[src/rtl/synth_div_pkg.sv]
// Shared widths and the divider-set record used across the synthesizer
// divider. Assumes the VCO count splits into a swallow field (low bits)
// and a main counter field (high bits).
package synth_div_pkg;

    localparam int A_W      = 4;           // swallow field width
    localparam int P_W      = 10;          // main counter field width
    localparam int M_W      = A_W + P_W;   // full VCO divide value width
    localparam int R_W      = 11;          // reference divide value width
    localparam int CP_W     = 2;           // charge-pump current code width
    localparam int NUM_SETS = 2;           // programmable sets, index = select value

    typedef struct packed {
        logic [M_W-1:0]  m;
        logic [R_W-1:0]  r;
        logic [CP_W-1:0] cp;
    } div_set_t;

endpackage

[src/rtl/sdd_cfg_bank.sv]
// Storage for the two programmable divider sets and the select bit.
// Clamps written divide values to their lower limits (the upper limits
// equal the field maxima). Entry index equals the select value: entry 1
// is set 1, entry 0 is set 2. Resolves the select override.
module sdd_cfg_bank
    import synth_div_pkg::*;
#(
    parameter int DEF_M1  = 300,
    parameter int DEF_R1  = 400,
    parameter int DEF_CP1 = 0,
    parameter int DEF_M2  = 260,
    parameter int DEF_R2  = 50,
    parameter int DEF_CP2 = 3,
    parameter int M_MIN   = 256,
    parameter int R_MIN   = 2
) (
    input  logic            clk,
    input  logic            rst_n,
    input  logic            wr_en,
    input  logic            wr_set,
    input  logic [M_W-1:0]  wr_m,
    input  logic [R_W-1:0]  wr_r,
    input  logic [CP_W-1:0] wr_cp,
    input  logic            sel_we,
    input  logic            sel_din,
    input  logic            ovr_en,
    input  logic            ovr_val,
    output div_set_t        set_hi_o,
    output div_set_t        set_lo_o,
    output logic            req_sel_o
);

    localparam logic [M_W-1:0] M_FLOOR = M_W'(M_MIN);
    localparam logic [R_W-1:0] R_FLOOR = R_W'(R_MIN);
    localparam div_set_t SET1_RST = '{m: M_W'(DEF_M1), r: R_W'(DEF_R1), cp: CP_W'(DEF_CP1)};
    localparam div_set_t SET2_RST = '{m: M_W'(DEF_M2), r: R_W'(DEF_R2), cp: CP_W'(DEF_CP2)};

    div_set_t wr_clamped;
    div_set_t bank_q [NUM_SETS];
    logic     sel_q;

    // Raise out-of-range written values to the nearest legal limit.
    always_comb begin
        wr_clamped.m  = (wr_m < M_FLOOR) ? M_FLOOR : wr_m;
        wr_clamped.r  = (wr_r < R_FLOOR) ? R_FLOOR : wr_r;
        wr_clamped.cp = wr_cp;
    end

    for (genvar g = 0; g < NUM_SETS; g++) begin : g_set
        localparam logic     SEL_CODE = 1'(g);
        localparam div_set_t RST_VAL  = (g == 1) ? SET1_RST : SET2_RST;

        // Hold one set; load it when the write addresses this entry.
        always_ff @(posedge clk) begin
            if (!rst_n) begin
                bank_q[g] <= RST_VAL;
            end else if (wr_en && (wr_set == SEL_CODE)) begin
                bank_q[g] <= wr_clamped;
            end
        end
    end

    // Select register bit, powering up on set 1.
    always_ff @(posedge clk) begin
        if (!rst_n) begin
            sel_q <= 1'b1;
        end else if (sel_we) begin
            sel_q <= sel_din;
        end
    end

    // A driven override pin wins over the register bit.
    always_comb begin
        req_sel_o = ovr_en ? ovr_val : sel_q;
        set_hi_o  = bank_q[1];
        set_lo_o  = bank_q[0];
    end

endmodule

[src/rtl/sdd_prescaler.sv]
// Dual-modulus prescaler modelled in logic: counts VCO ticks and flags
// the tick that completes one prescaler cycle of 2**A_W ticks, or one
// more when div_hi is set. Assumes div_hi is steady within a cycle.
module sdd_prescaler
    import synth_div_pkg::*;
(
    input  logic clk,
    input  logic rst_n,
    input  logic tick,
    input  logic div_hi,
    output logic wrap_o
);

    localparam int PRE_DIV = 2 ** A_W;
    localparam int PRE_W   = A_W + 1;
    localparam logic [PRE_W-1:0] LAST_LO = PRE_W'(PRE_DIV - 1);
    localparam logic [PRE_W-1:0] LAST_HI = PRE_W'(PRE_DIV);
    localparam logic [PRE_W-1:0] ONE     = PRE_W'(1);

    logic [PRE_W-1:0] cnt_q;

    // Flag the last tick of the current prescaler cycle.
    always_comb begin
        wrap_o = tick && (cnt_q == (div_hi ? LAST_HI : LAST_LO));
    end

    // Advance on each tick, restarting after the last one.
    always_ff @(posedge clk) begin
        if (!rst_n) begin
            cnt_q <= '0;
        end else if (tick) begin
            cnt_q <= wrap_o ? '0 : cnt_q + ONE;
        end
    end

endmodule

[src/rtl/sdd_m_div.sv]
// VCO-side divider: a swallow counter holds the prescaler at the higher
// modulus for the first A prescaler cycles, and a P counter ends the
// period after P prescaler cycles, giving 16*P + A ticks. New values and
// the set choice load only at the period boundary. Assumes P >= 16.
module sdd_m_div
    import synth_div_pkg::*;
#(
    parameter int   RST_M   = 300,
    parameter logic RST_SEL = 1'b1
) (
    input  logic           clk,
    input  logic           rst_n,
    input  logic           tick,
    input  logic [M_W-1:0] ld_m,
    input  logic           ld_sel,
    output logic           pulse_o,
    output logic           set_o
);

    localparam logic [M_W-1:0] RST_MV = M_W'(RST_M);
    localparam logic [P_W-1:0] P_ONE  = P_W'(1);
    localparam logic [A_W-1:0] A_ONE  = A_W'(1);

    logic [A_W-1:0] swal_q;
    logic [P_W-1:0] p_cnt_q;
    logic [P_W-1:0] p_lim_q;
    logic           set_q;
    logic           pulse_q;
    logic           swallowing;
    logic           pre_wrap;
    logic           period_end;

    // Higher modulus while swallow cycles remain; period ends on last P cycle.
    always_comb begin
        swallowing = |swal_q;
        period_end = pre_wrap && (p_cnt_q == (p_lim_q - P_ONE));
    end

    sdd_prescaler u_pre (
        .clk    (clk),
        .rst_n  (rst_n),
        .tick   (tick),
        .div_hi (swallowing),
        .wrap_o (pre_wrap)
    );

    // Count prescaler cycles; reload limits and set at the boundary.
    always_ff @(posedge clk) begin
        if (!rst_n) begin
            p_cnt_q <= '0;
            p_lim_q <= RST_MV[M_W-1:A_W];
            swal_q  <= RST_MV[A_W-1:0];
            set_q   <= RST_SEL;
        end else if (period_end) begin
            p_cnt_q <= '0;
            p_lim_q <= ld_m[M_W-1:A_W];
            swal_q  <= ld_m[A_W-1:0];
            set_q   <= ld_sel;
        end else if (pre_wrap) begin
            p_cnt_q <= p_cnt_q + P_ONE;
            if (swallowing) begin
                swal_q <= swal_q - A_ONE;
            end
        end
    end

    // One-cycle output pulse after the closing tick.
    always_ff @(posedge clk) begin
        if (!rst_n) begin
            pulse_q <= 1'b0;
        end else begin
            pulse_q <= period_end;
        end
    end

    assign pulse_o = pulse_q;
    assign set_o   = set_q;

endmodule

[src/rtl/sdd_r_div.sv]
// Reference-side divider: counts reference ticks and ends each period
// after R ticks. The limit and set choice reload at the boundary.
// Assumes R >= 2.
module sdd_r_div
    import synth_div_pkg::*;
#(
    parameter int   RST_R   = 400,
    parameter logic RST_SEL = 1'b1
) (
    input  logic           clk,
    input  logic           rst_n,
    input  logic           tick,
    input  logic [R_W-1:0] ld_r,
    input  logic           ld_sel,
    output logic           pulse_o,
    output logic           set_o
);

    localparam logic [R_W-1:0] R_ONE = R_W'(1);

    logic [R_W-1:0] cnt_q;
    logic [R_W-1:0] lim_q;
    logic           set_q;
    logic           pulse_q;
    logic           period_end;

    // The tick that brings the count to R closes the period.
    always_comb begin
        period_end = tick && (cnt_q == (lim_q - R_ONE));
    end

    // Count ticks; reload limit and set at the boundary.
    always_ff @(posedge clk) begin
        if (!rst_n) begin
            cnt_q <= '0;
            lim_q <= R_W'(RST_R);
            set_q <= RST_SEL;
        end else if (period_end) begin
            cnt_q <= '0;
            lim_q <= ld_r;
            set_q <= ld_sel;
        end else if (tick) begin
            cnt_q <= cnt_q + R_ONE;
        end
    end

    // One-cycle output pulse after the closing tick.
    always_ff @(posedge clk) begin
        if (!rst_n) begin
            pulse_q <= 1'b0;
        end else begin
            pulse_q <= period_end;
        end
    end

    assign pulse_o = pulse_q;
    assign set_o   = set_q;

endmodule

[src/rtl/synth_dual_div.sv]
// Top of the dual-set synthesizer divider. Routes the requested set to
// both dividers, which adopt it at their own period boundaries, and
// drives the current code once both run from the same set. Assumes both
// tick inputs are single-cycle strobes synchronous to clk.
module synth_dual_div
    import synth_div_pkg::*;
#(
    parameter int DEF_M1  = 300,
    parameter int DEF_R1  = 400,
    parameter int DEF_CP1 = 0,
    parameter int DEF_M2  = 260,
    parameter int DEF_R2  = 50,
    parameter int DEF_CP2 = 3,
    parameter int M_MIN   = 256,
    parameter int R_MIN   = 2
) (
    input  logic            clk,
    input  logic            rst_n,
    input  logic            vco_tick,
    input  logic            ref_tick,
    input  logic            wr_en,
    input  logic            wr_set,
    input  logic [M_W-1:0]  wr_m,
    input  logic [R_W-1:0]  wr_r,
    input  logic [CP_W-1:0] wr_cp,
    input  logic            sel_we,
    input  logic            sel_din,
    input  logic            ovr_en,
    input  logic            ovr_val,
    output logic            vco_pulse,
    output logic            ref_pulse,
    output logic [CP_W-1:0] cp_code
);

    div_set_t        set_hi;
    div_set_t        set_lo;
    div_set_t        next_set;
    logic            req_sel;
    logic            m_set;
    logic            r_set;
    logic [CP_W-1:0] cp_q;

    sdd_cfg_bank #(
        .DEF_M1 (DEF_M1),  .DEF_R1 (DEF_R1),  .DEF_CP1 (DEF_CP1),
        .DEF_M2 (DEF_M2),  .DEF_R2 (DEF_R2),  .DEF_CP2 (DEF_CP2),
        .M_MIN  (M_MIN),   .R_MIN  (R_MIN)
    ) u_bank (
        .clk       (clk),
        .rst_n     (rst_n),
        .wr_en     (wr_en),
        .wr_set    (wr_set),
        .wr_m      (wr_m),
        .wr_r      (wr_r),
        .wr_cp     (wr_cp),
        .sel_we    (sel_we),
        .sel_din   (sel_din),
        .ovr_en    (ovr_en),
        .ovr_val   (ovr_val),
        .set_hi_o  (set_hi),
        .set_lo_o  (set_lo),
        .req_sel_o (req_sel)
    );

    // Values the dividers pick up at their next boundary.
    always_comb begin
        next_set = req_sel ? set_hi : set_lo;
    end

    sdd_m_div #(
        .RST_M   (DEF_M1),
        .RST_SEL (1'b1)
    ) u_mdiv (
        .clk     (clk),
        .rst_n   (rst_n),
        .tick    (vco_tick),
        .ld_m    (next_set.m),
        .ld_sel  (req_sel),
        .pulse_o (vco_pulse),
        .set_o   (m_set)
    );

    sdd_r_div #(
        .RST_R   (DEF_R1),
        .RST_SEL (1'b1)
    ) u_rdiv (
        .clk     (clk),
        .rst_n   (rst_n),
        .tick    (ref_tick),
        .ld_r    (next_set.r),
        .ld_sel  (req_sel),
        .pulse_o (ref_pulse),
        .set_o   (r_set)
    );

    // Refresh the current code after a pulse once both dividers agree.
    always_ff @(posedge clk) begin
        if (!rst_n) begin
            cp_q <= CP_W'(DEF_CP1);
        end else if ((vco_pulse || ref_pulse) && (m_set == r_set)) begin
            cp_q <= m_set ? set_hi.cp : set_lo.cp;
        end
    end

    assign cp_code = cp_q;

endmodule

[config.mk]
export PLATFORM = sky130hd
export DESIGN_NAME = synth_dual_div
export DESIGN_NICKNAME = d
export VERILOG_FILES = /design/src/rtl/synth_div_pkg.sv /design/src/rtl/sdd_cfg_bank.sv /design/src/rtl/sdd_prescaler.sv /design/src/rtl/sdd_m_div.sv /design/src/rtl/sdd_r_div.sv /design/src/rtl/synth_dual_div.sv
export SDC_FILE = /design/constraint.sdc
export NUM_CORES = 1
export LEC_CHECK = 0
export BUFFER_PORTS_ARGS = -buffer_cell sky130_fd_sc_hd__buf_2
export CAP_MARGIN = 10
export CORE_MARGIN = 4
export CORE_UTILIZATION = 35
export CTS_BUF_LIST = sky130_fd_sc_hd__clkbuf_16
export DETAILED_ROUTE_END_ITERATION = 10
export PLACE_DENSITY = 0.53
export SYNTH_ARGS = -nofsm -noshare
export SYNTH_HDL_FRONTEND = slang
export SYNTH_SLANG_ARGS = --single-unit
[constraint.sdc]
create_clock -name clk -period 5.5 [get_ports clk]
set_input_delay 0 -clock clk [delete_from_list [all_inputs] [get_ports clk]]
set_output_delay 0 -clock clk [all_outputs]
set_load 0.1 [all_outputs]
==> results of run 1 <==
-- cell usage after synthesis (all sizes together), types with 2 or more instances --
| cell | instances | area share |
|---|---|---|
| o211a | 2 | 0.0034 |
| nand3 | 9 | 0.0078 |
| edfxtp | 54 | 0.28 |
| xor2 | 17 | 0.026 |
| buf | 5 | 0.0052 |
| or3b | 4 | 0.0060 |
| and2 | 29 | 0.031 |
| a31oi | 5 | 0.0054 |
| nand3b | 5 | 0.0065 |
| nor3b | 7 | 0.0091 |
| o21ai | 10 | 0.0086 |
| o211ai | 2 | 0.0026 |
| or4 | 3 | 0.0045 |
| nor2 | 30 | 0.019 |
| nand2b | 12 | 0.013 |
| nor2b | 4 | 0.0043 |
| mux2 | 24 | 0.047 |
| dfxtp | 58 | 0.20 |
| o32ai | 2 | 0.0030 |
| nor3 | 6 | 0.0052 |
| a21oi | 5 | 0.0043 |
| a41oi | 2 | 0.0030 |
| a2111o | 3 | 0.0058 |
| or2 | 3 | 0.0032 |
| inv | 14 | 0.0091 |
| clkbuf | 27 | 0.017 |
| ha | 6 | 0.013 |
| and4 | 2 | 0.0030 |
| nor4 | 11 | 0.016 |
| and3 | 30 | 0.032 |
| xor3 | 2 | 0.0082 |
| nand2 | 85 | 0.055 |
| mux2i | 36 | 0.062 |
| o311ai | 3 | 0.0045 |
| xnor2 | 28 | 0.042 |
| nand4 | 8 | 0.0086 |
| o31ai | 2 | 0.0026 |
| or3 | 3 | 0.0032 |
-- power breakdown --
| group | internal [mW] | switching (mW) |
|---|---|---|
| clock | 0.354 | 0.309 |
| combinational | 0.0629 | 0.0659 |
| sequential | 0.911 | 0.0121 |
-- through the flow --
stage                     worst slack [ps]  total power, mW  utilization  hold WS, ps
after detailed placement              2098            1.055       0.3862        226.9
final                                 2111            1.714       0.4239        148.1
after global placement                2235            1.052       0.3862        216.4
after CTS                             2068            1.733       0.4239        139.9
after floorplan                       2772            1.011            -        128.4
after global routing                  1800            1.773       0.4239        173.1
-- kinds of logic after synthesis --
kind of cell,after synthesis
DFF,112
and+or+nand+nor,253
muxes,60
buffers and inverters,46
adders and majority gates,6
xor gates and xnor gates,47
AOI/OAI and AO/OA,47
-- sequential cells by signal, summed over array words and instances (netlist names) --
name	cells
u_bank.bank_q	54
u_rdiv.cnt_q	11
u_rdiv.lim_q	11
u_mdiv.p_cnt_q	10
u_mdiv.p_lim_q	10
u_mdiv.u_pre.cnt_q	5
u_mdiv.swal_q	4
cp_code	2
u_bank.sel_q	1
u_mdiv.pulse_o	1
u_mdiv.set_o	1
u_rdiv.pulse_o	1
u_rdiv.set_o	1
-- layer usage --
layer / global-route usage / wire length [um] / vias to the layer above
met5: 0 / 0 / -
met4: 0.05322 / 208 / 0
met3: 0.01397 / 220 / 12
met2: 0.2163 / 5668 / 52
met1: 0.1943 / 6281 / 2016
li1: - / - / 2125
-- repair_timing --
action                    in CTS  in global routing
buffers inserted               0                  0
hold endpoints to repair      57                  0
hold buffers                  31                  0
resized for setup              0                  0
-- worst max-delay path, cell delays in order (launching register included) --
cell	delay, ps
sky130_fd_sc_hd__dfxtp_1	310
sky130_fd_sc_hd__inv_1	80
sky130_fd_sc_hd__ha_1	210
sky130_fd_sc_hd__or3b_2	470
sky130_fd_sc_hd__nor4_2	380
sky130_fd_sc_hd__o211ai_1	160
sky130_fd_sc_hd__a2111oi_2	530
sky130_fd_sc_hd__nand2_1	650
sky130_fd_sc_hd__mux2_2	470
-- cells in the final DEF, fill, tap and decap left out, types with 8 or more instances in the layout --
| master | synthesis | final |
|---|---|---|
| sky130_fd_sc_hd__nand2_1 | 85 | 85 |
| sky130_fd_sc_hd__dfxtp_1 | 58 | 58 |
| sky130_fd_sc_hd__edfxtp_1 | 54 | 54 |
| sky130_fd_sc_hd__buf_2 | 3 | 40 |
| sky130_fd_sc_hd__mux2i_1 | 36 | 35 |
| sky130_fd_sc_hd__dlygate4sd3_1 | 0 | 31 |
| sky130_fd_sc_hd__nor2_1 | 30 | 30 |
| sky130_fd_sc_hd__and3_1 | 30 | 30 |
| sky130_fd_sc_hd__and2_1 | 29 | 29 |
| sky130_fd_sc_hd__xnor2_1 | 28 | 28 |
| sky130_fd_sc_hd__mux2_2 | 24 | 24 |
| sky130_fd_sc_hd__xor2_1 | 17 | 17 |
| sky130_fd_sc_hd__inv_1 | 14 | 14 |
| sky130_fd_sc_hd__nand2b_1 | 12 | 12 |
| sky130_fd_sc_hd__nor4_1 | 9 | 9 |
| sky130_fd_sc_hd__nand3_1 | 9 | 9 |
| sky130_fd_sc_hd__o21ai_0 | 10 | 9 |
| sky130_fd_sc_hd__clkbuf_16 | 0 | 9 |
| sky130_fd_sc_hd__nand4_1 | 8 | 8 |
-- worst min-delay path by stage --
stage / slack (ps) / endpoint / startpoint / depth (start not counted)
final: 150 / u_bank.bank_q[1][2] / wr_en / 3
after global routing: 170 / u_bank.bank_q[0][3] / wr_set / 3
after CTS: 140 / u_bank.bank_q[0][3] / wr_set / 3
after detailed placement: 230 / u_bank.sel_q / sel_din / 3
after global placement: 220 / u_bank.sel_q / sel_din / 3
after floorplan: 130 / u_bank.sel_q / sel_din / 2
-- area by class of cell --
class	count	share of cell area
Clock inverter	7	0.01011
Sequential cell	112	0.4088
Clock buffer	9	0.03309
Inverter	14	0.007721
Tap cell	216	0.03971
Multi-Input combinational cell	413	0.4222
Timing Repair Buffer	74	0.07831
==> summary.txt, run 1 <==
Clock tree
  • Number of levels in the clock H-tree: 3
  • TritonCTS clock tree: built
  • Clk slew on worst S/H paths: 80 ps
  • Sink Count: 112
  • Insertion delay of the later-clocked pin in the worst-skew pair: 350 ps
  • Number of clock buffers inserted by TritonCTS: 9
  • Clock tree buffer depth: 2
  • Root Driver: sky130_fd_sc_hd__clkbuf_16

Yosys
  • Post-synth ARST share: 0
  • Mean instance size in the synthesized netlist: 10.17 um^2
  • EDFF count, synth: 54
  • Adder and majority cell fraction of the synthesized area: 0.01293
  • YS warnings: 0
  • Syn Std Cell Area: 5806 um^2
  • Most instantiated flip-flop cell in the synthesis netlist: sky130_fd_sc_hd__dfxtp_1
  • Distinct cell type count after synthesis: 56
  • Compound-gate portion of the synthesized area: 0.06034
  • Combinational family with the most area after synthesis: simple AND/OR/NAND/NOR gates
  • Number of standard cells after synthesis: 571
  • Post-Synth XOR/XNOR Area: 0.07608
  • Seq cells post-synth: 112
  • Synthesized net count: 614
  • Sequential cell area fraction in the yosys report: 0.4793
  • Post-synthesis mux area share: 0.1086
  • Area fraction in and, or, nand and nor cells after synthesis: 0.2310

STA
  • Worst Tran Pin Value: 1101 ps
  • Number of endpoints with negative hold slack in the final report: 0
  • Worst rel slew slack: 0.2506
  • Period Utilization, post-route: 0.6162
  • Total negative slack: 0 ps
  • Top achievable clock speed: 295.1 MHz
  • Setup violations, final: 0
  • Unrepaired setup endpoints after global routing: false
  • Final max-slew violation count: 0
  • Post-layout minimum cycle time: 3389 ps
  • Clock Skew: 11.32 ps

Run
  • Count of max-cap constraint violations: 0

Critical path
  • Crit path DAT: 3630 ps
  • Startpoint kind of the worst setup timing path: flop
  • Crit Reg-Reg Endpoint: u_mdiv.swal_q[3]
  • Worst r2r src: u_mdiv.swal_q[0]
  • Worst Reg2Reg Path Length in Cells: 8
  • CP endpoint kind: flop
  • Maximum fanout along the worst path: 20
  • Start point of the critical path: u_mdiv.swal_q[0]
  • Worst reg2reg setup slack: 2110 ps
  • Critical path class: reg -> reg
  • Critical path required time: 5740 ps
  • Termination of the worst setup path: u_mdiv.swal_q[3]

Finish
  • Fill count: 1524
  • Multi-input logic area: 2874 um^2
  • Count of antenna diodes in the layout: 0
  • Layout cells sized above 1: 0.1510
  • Layout Cells excl Fill: 845
  • Area taken by flip-flops and latches: 2783 um^2
  • Post-route cell area: 6807 um^2
  • Layout Nets: 667
  • Area grow syn2layout: 17.24%

Power
  • Leakage power: 2.706 nW
  • PD cells: 251.9 nW/um^2
  • Largest voltage drop on the vdd net: 0.0001434 V

Floorplanning
  • Placeable core region: 16060 um^2
  • Vertical die dimension: 136.8 um
  • Io pins: 41
  • Effective utilization at floorplan: 0.3615
  • Die extent in x: 136.8 um
  • Standard-cell row count: 46
  • Die footprint: 18710 um^2

Placement
  • Detailed placement HPWL: 8.298 mm
  • Final estimated routing congestion in global placement: 0.7694
  • DP Area: 6202 um^2
  • Number of port buffers: 40
  • Number of cells in the design after placement: 798

Global routing
  • Antenna violations before repair: 0
  • Largest net degree at the start of global routing: 85
  • Wire length of the first global-routing pass: 20.47 mm
  • Residual overflow from global routing: 0
  • Vias in the first global route: 4084
  • All-layer global routing usage: 0.1371

Drt
  • Number of routed nets with antenna violations: 0
  • Iteration-0 DRC Markers: 240
  • Average wire length per cell after detail routing: 14.65 um
  • Routed wire length: 12.38 mm
  • Detail-routed via count per cell: 4.976
  • Count of vias placed by the detailed router: 4205
  • Post-detailed-route DRC marker count: 0
  • Pre-antenna DRT Iters: 4

Status
  • Run status: complete, no violations

Min path
  • Worst hold path class: in -> reg
Power figures use the tool's default switching activity.
==> run 2, diff against run 1 <==
- ABC_AREA: not set -> 1
- clock period: 5.5 -> 3.25 ns (I/O delays scaled with it)
==> run 2 against run 1 <==
Largest cell class is now registers. Register-to-register slack got worse by 1000 ps. First-iteration DRC count decreased by 13%. Final area is essentially flat.
==> summary.txt, run 2 <==
Drt
  • Pre-antenna DRT Iters: 4
  • Count of vias placed by the detailed router: 4552
  • Post-detailed-route DRC marker count: 0
  • Routed wire length: 12.78 mm
  • Detail-routed via count per cell: 4.511
  • Iteration-0 DRC Markers: 208
  • Average wire length per cell after detail routing: 12.66 um
  • Number of routed nets with antenna violations: 0

Critical path
  • CP endpoint kind: flop
  • Critical path required time: 3480 ps
  • Worst r2r src: u_rdiv.lim_q[0]
  • Startpoint kind of the worst setup timing path: flop
  • Maximum fanout along the worst path: 14
  • Start point of the critical path: u_rdiv.lim_q[0]
  • Crit path DAT: 2400 ps
  • Critical path class: reg -> reg

Yosys
  • EDFF count, synth: 54
  • Top area cells in the synthesized netlist: sky130_fd_sc_hd__edfxtp_1 28%, sky130_fd_sc_hd__dfxtp_1 20%, sky130_fd_sc_hd__nand2_1 12%
  • Sequential cell area fraction in the yosys report: 0.4781
  • Most frequent cells after synthesis: 192 x sky130_fd_sc_hd__nand2_1, 110 x sky130_fd_sc_hd__nor2_1, 92 x sky130_fd_sc_hd__inv_1, 58 x sky130_fd_sc_hd__dfxtp_1, 54 x sky130_fd_sc_hd__edfxtp_1
  • Most instantiated flip-flop cell in the synthesis netlist: sky130_fd_sc_hd__dfxtp_1
  • Library cell with the largest summed area after synthesis: sky130_fd_sc_hd__edfxtp_1
  • Mean instance size in the synthesized netlist: 8.095 um^2
  • Syn Std Cell Area: 5821 um^2
  • Share of Yosys cell area claimed by the top area cell type: 0.2786
  • Most common cell in the synthesized netlist: sky130_fd_sc_hd__nand2_1
  • Post-synth ARST share: 0
  • YS warnings: 0
  • Seq cells post-synth: 112
  • Distinct cell type count after synthesis: 42
  • Synthesized net count: 762
  • Number of standard cells after synthesis: 719

Finish
  • Area grow syn2layout: 17.05%
  • Core Util, Final: 0.4227
  • Layout cells sized above 1: 0.1400
  • Largest reg by FF count: u_bank.bank_q
  • Fill count: 1678
  • Commonest non-fill, non-tap cell in the layout: sky130_fd_sc_hd__nand2_1
  • Max reg flops: 54
  • Layout Nets: 831
  • Count of antenna diodes in the layout: 0
  • Registers with the most flip-flops: u_bank.bank_q x54, u_rdiv.cnt_q x11, u_rdiv.lim_q x11
  • Most frequent cells in the layout: 192 x sky130_fd_sc_hd__nand2_1, 110 x sky130_fd_sc_hd__nor2_1, 95 x sky130_fd_sc_hd__inv_1

Global routing
  • Wire length of the first global-routing pass: 21.48 mm
  • All-layer global routing usage: 0.1446
  • Vias in the first global route: 4435
  • Residual overflow from global routing: 0
  • Largest net degree at the start of global routing: 28
  • Antenna violations before repair: 0

Clock tree
  • Number of hold-repair buffers added at the cts stage: 29
  • Post-cts resize count: 0
  • Clk slew on worst S/H paths: 70 ps
  • Number of levels in the clock H-tree: 3
  • Clock tree buffer depth: 2
  • Setup Buffers After CTS: 0
  • TritonCTS clock tree: built
  • Root Driver: sky130_fd_sc_hd__clkbuf_16
  • Sink Count: 112
  • Insertion delay of the later-clocked pin in the worst-skew pair: 350 ps
  • Number of clock buffers inserted by TritonCTS: 9

Floorplanning
  • Placeable core region: 16120 um^2
  • Vertical die dimension: 137.0 um
  • Die extent in x: 137.0 um
  • Standard-cell row count: 46
  • Io pins: 41
  • Die footprint: 18760 um^2
  • Effective utilization at floorplan: 0.3612

Placement
  • Final estimated routing congestion in global placement: 0.8483
  • Detailed placement HPWL: 9.226 mm
  • Number of port buffers: 40

Power
  • Comb pwr share: 0.077
  • PD cells: 415.6 nW/um^2
  • Pwr Total: 2.832 mW
  • Largest voltage drop on the vdd net: 0.0002717 V
  • Switching share of power: 0.2255
  • Int Power: 2.193 mW
  • Leakage power: 2.973 nW
  • Fraction of power consumed by sequential logic: 0.550
  • Clock network fraction of total power: 0.373
  • Switching component of the power: 0.6384 mW

Min path
  • Worst hold path class: in -> reg
  • Worst Hold Launch: ovr_val

STA
  • Setup violations, final: 0
  • Worst rel slew slack: 0.3607
  • Worst Tran Pin Value: 955.4 ps
  • Period Utilization, post-route: 0.6666
  • Number of endpoints with negative hold slack in the final report: 0
  • WHS: 15.65 ps
  • Post-layout minimum cycle time: 2166 ps
  • Unrepaired setup endpoints after global routing: false
  • Top achievable clock speed: 461.6 MHz
  • Total negative slack: 0 ps
  • Clock Skew: 6.075 ps
  • Final max-slew violation count: 0

Run
  • Count of max-cap constraint violations: 0

Status
  • Run status: complete, no violations
==> run 2: cell count changes after synthesis, sizes merged, moves of 29 or more <==
| cell | before | now |
|---|---|---|
| and3 | 30 | 0 |
| and2 | 29 | 0 |
| mux2i | 36 | 3 |
| nand2 | 85 | 199 |
| inv | 14 | 96 |
| nor2 | 30 | 117 |
| nand3 | 9 | 49 |
==> run 2: worst paths after layout <==
path	to	slack, ps	cells past startpoint
setup reg to reg	u_rdiv.cnt_q[0]	1080	13
hold / removal	u_rdiv.set_o	20	5
hold reg to reg	cp_code[1]	460	2
setup / recovery	u_rdiv.cnt_q[0]	1080	13
==> run 2: metrics by stage <==
| step | std cells | setup WS, ps | instance area [um^2] |
|---|---|---|---|
| 3_5_place_dp | 964 | 1084 | 6245 |
| 5_1_grt | 1009 | 866.1 | 6813 |
| 3_3_place_gp | 964 | 1132 | 6245 |
| 6_report | 1009 | 1084 | 6813 |
| 4_1_cts | 1009 | 1070 | 6813 |
| 2_1_floorplan | 719 | 737.3 | 5821 |
==> run 2: power groups by stage <==
stage	Combinational, mW	Clock [mW]	Sequential (mW)
finish	0.218	1.06	1.56
global route	0.244	1.13	1.56
CTS	0.221	1.08	1.56
detailed placement	0.192	0	1.59
global placement	0.192	0	1.59
floorplan	0.121	0	1.59
==> run 2: kinds of logic after synthesis <==
group | Yosys count | share of synthesized area
flip-flops | 112 | 0.4781
buffers and inverters | 113 | 0.07889
adder cells (fa/ha/maj) | 6 | 0.01290
AND/OR/NAND/NOR | 388 | 0.2939
multiplexers | 25 | 0.04772
AO/OA/AOI/OAI | 49 | 0.04815
XOR/XNOR | 26 | 0.04041
==> run 2: final cells by class <==
cell class / count / area [um^2] / area share
clock buffers: 10 / 250.2 / 0.03673
flip-flops and latches: 112 / 2783 / 0.4084
multi-input cells: 494 / 2594 / 0.3807
clock inverters: 6 / 27.53 / 0.004040
inverters: 98 / 367.9 / 0.05399
well taps: 216 / 270.3 / 0.03967
repair buffers: 73 / 520.5 / 0.07640
==> run 2: metal layers <==
metal  global-route usage  part of all wire
met3              0.02426             0.018
met1               0.2006              0.51
met2               0.2305              0.46
met5                    0                 0
met4              0.04545             0.012
==> run 2: critical path, stage by stage (launching register included) <==
cell                      delay [ps]
sky130_fd_sc_hd__dfxtp_1         410
sky130_fd_sc_hd__inv_1            80
sky130_fd_sc_hd__ha_1            290
sky130_fd_sc_hd__inv_1            40
sky130_fd_sc_hd__nand2_1          60
sky130_fd_sc_hd__nand3_1          60
sky130_fd_sc_hd__nor2_1          100
sky130_fd_sc_hd__o21ai_0          90
sky130_fd_sc_hd__nor2_1          120
sky130_fd_sc_hd__nand3_2         110
sky130_fd_sc_hd__nor2_4          190
sky130_fd_sc_hd__nand2_4         170
sky130_fd_sc_hd__nand2_2         250
sky130_fd_sc_hd__nor3_1           80
==> run 3, diff against run 2 <==
- PLACE_DENSITY: 0.53 -> 0.55
- clock period: 3.25 -> 1.75 ns (I/O delays scaled with it)
==> run 3 against run 2 <==
The run now ends with setup timing left. Fmax up 17%. Clock-buffer cell count decreased by 1. Via count rose by 4.1%. Critical path depth unchanged. Clock power is 110% higher. Cell count up 5.6%. Worst setup slack worse by 1200 ps. Power rose by 95%. Register-to-register slack got worse by 1200 ps. Non-clock buffer count increased by 57. Die area is the same. Largest cell class is now multi-input gates. Largest power group unchanged.
==> summary.txt, run 3 (same netlist as run 2, synthesis figures left out) <==
Min path
  • Worst hold path class: in -> reg
  • Worst Hold Launch: wr_m[8]

Drt
  • Highest routing layer actually used: met4
  • Iteration-0 DRC Markers: 233
  • Detailed route wirelength on metal2: 6.064 mm
  • Routed wire length: 13.09 mm
  • Count of vias placed by the detailed router: 4740
  • Routed met3 length: 362 um
  • Total routed wire length on the met1 layer: 6.498 mm
  • Number of routed nets with antenna violations: 0
  • Average wire length per cell after detail routing: 12.28 um
  • Post-detailed-route DRC marker count: 0
  • Detail-routed via count per cell: 4.447
  • Pre-antenna DRT Iters: 4

Status
  • Run status: finished with violations
  • Violations in the final reports: setup timing

Clock tree
  • Insertion delay of the later-clocked pin in the worst-skew pair: 360 ps
  • Clk slew on worst S/H paths: 80 ps
  • TritonCTS clock tree: built
  • Number of clock buffers inserted by TritonCTS: 9
  • Sink Count: 112
  • Root Driver: sky130_fd_sc_hd__clkbuf_16
  • Number of levels in the clock H-tree: 3
  • Clock tree buffer depth: 2

Finish
  • Count of antenna diodes in the layout: 0
  • Commonest non-fill, non-tap cell in the layout: sky130_fd_sc_hd__nand2_1
  • Layout cells sized above 1: 0.2612
  • Largest reg by FF count: u_bank.bank_q
  • Max reg flops: 54
  • Area grow syn2layout: 30.07%
  • Registers with the most flip-flops: u_bank.bank_q x54, u_rdiv.cnt_q x11, u_rdiv.lim_q x11
  • Most frequent cells in the layout: 175 x sky130_fd_sc_hd__nand2_1, 103 x sky130_fd_sc_hd__nor2_1, 83 x sky130_fd_sc_hd__inv_1
  • Layout Nets: 888
  • Layout Cells excl Fill: 1066

Global routing
  • Vias in the first global route: 4386
  • Residual overflow from global routing: 0
  • Wire length of the first global-routing pass: 21.69 mm
  • All-layer global routing usage: 0.1478
  • Antenna violations before repair: 0
  • Largest net degree at the start of global routing: 28

Floorplanning
  • Standard-cell row count: 46
  • Effective utilization at floorplan: 0.3612
  • Die footprint: 18760 um^2
  • Placeable core region: 16120 um^2
  • Die extent in x: 137.0 um
  • Vertical die dimension: 137.0 um
  • Io pins: 41

Critical path
  • Startpoint kind of the worst setup timing path: flop
  • Delay of the slowest cell on the worst path: 370 ps
  • Worst Path Buf+Inv: 3
  • Critical path required time: 2020 ps
  • Start point of the critical path: u_rdiv.lim_q[0]
  • Maximum fanout along the worst path: 8
  • CP endpoint kind: flop
  • Cells along the critical path: inv_4 -> ha_4 -> nand3_4 -> nor2_4 -> nand3b_1 -> nand2_2 -> xor2_2 -> nor2_4 -> nand2_4 -> buf_6 -> nand3_1 -> nand2_1 -> inv_1
  • Top cell by count, worst path: sky130_fd_sc_hd__nor2_4
  • Worst-path cell with the longest stage delay: sky130_fd_sc_hd__dfxtp_4
  • Worst r2r src: u_rdiv.lim_q[0]
  • Crit path DAT: 2120 ps
  • Family with the most delay on the worst path: simple AND/OR/NAND/NOR gates
  • Critical path class: reg -> reg

STA
  • Period Utilization, post-route: 1.056
  • Post-layout minimum cycle time: 1848 ps
  • Top achievable clock speed: 541.1 MHz
  • Worst Tran Pin Value: 709.3 ps
  • Final max-slew violation count: 0
  • WHS: 29.82 ps
  • Setup violations, final: 45
  • Total negative slack: -2653 ps
  • Worst rel slew slack: 0.5266
  • Number of endpoints with negative hold slack in the final report: 0
  • Clock Skew: 10.87 ps
  • Post-route worst setup slack: -97.95 ps
  • Unrepaired setup endpoints after global routing: true

Placement
  • Detailed placement HPWL: 9.403 mm
  • Number of cells in the design after placement: 1010
  • Setup slack at placement: -177.7 ps
  • Final estimated routing congestion in global placement: 0.8474
  • Number of port buffers: 40

Run
  • Count of max-cap constraint violations: 0

Power
  • PD cells: 730.9 nW/um^2
  • Largest voltage drop on the vdd net: 0.0006030 V
  • Leakage power: 3.360 nW
==> run 3: changes by cell type in the layout (fill, tap and decap cells not counted), sizes merged <==
cell         previous run  this run
clkinvlp                1         0
clkinv                  3         5
bufinv                  0         1
dlygate4sd3            29        30
clkbuf                 10         9
inv                   100        99
buf                    44       100
==> run 3: final timing paths <==
check | endpoint | slack [ps] | cells past startpoint
setup / recovery | u_rdiv.lim_q[4] | -100 | 13
hold / removal | u_bank.bank_q[1][21] | 30 | 5
setup reg to reg | u_rdiv.lim_q[4] | -100 | 13
hold reg to reg | cp_code[1] | 470 | 2
==> run 3: per-stage QoR <==
step                total power [mW]    util  cell area, um^2
floorplan                      3.170       -             5842
finish                         5.534  0.4698             7571
CTS                            5.609  0.4627             7457
global route                   5.760  0.4698             7571
global placement               3.322  0.4129             6654
detailed placement             3.325  0.4129             6654
==> run 3: layout make-up <==
type | count | area [um^2]
fill | 1570 | 8544
multi-input combinational | 494 | 2796
sequential | 112 | 2793
timing repair buffer | 130 | 1021
inverter | 98 | 370.4
tap | 216 | 270.3
clock buffer | 9 | 225.2
clock inverter | 7 | 95.09
==> run 3: layer usage <==
metal	up-vias	track usage
met5	-	0
met4	0	0.03991
met3	10	0.03235
met2	48	0.2379
met1	2134	0.2011
li1	2548	-
==> run 3: power by group <==
part	leakage [nW]	internal (mW)	total, mW	switching (mW)
combinational	2.19	0.204	0.443	0.239
clock	0.157	1.15	2.20	1.05
sequential	1.01	2.86	2.89	0.0317
total	3.36	4.21	5.53	1.32
==> run 3: worst min-delay path: stages <==
cell and delay [ps]:
sky130_fd_sc_hd__buf_2 80, sky130_fd_sc_hd__inv_1 40, sky130_fd_sc_hd__nand2_1 60, sky130_fd_sc_hd__inv_1 50, sky130_fd_sc_hd__nand2_1 60
==> run 3: repair_timing <==
action | 4_1_cts | 5_1_grt
endpoints found under the setup margin | 49 | 50
pin swaps | 19 | 21
resized for setup | 48 | 24
setup buffers | 5 | 5
hold buffers | 30 | 0
hold endpoints to repair | 58 | 0
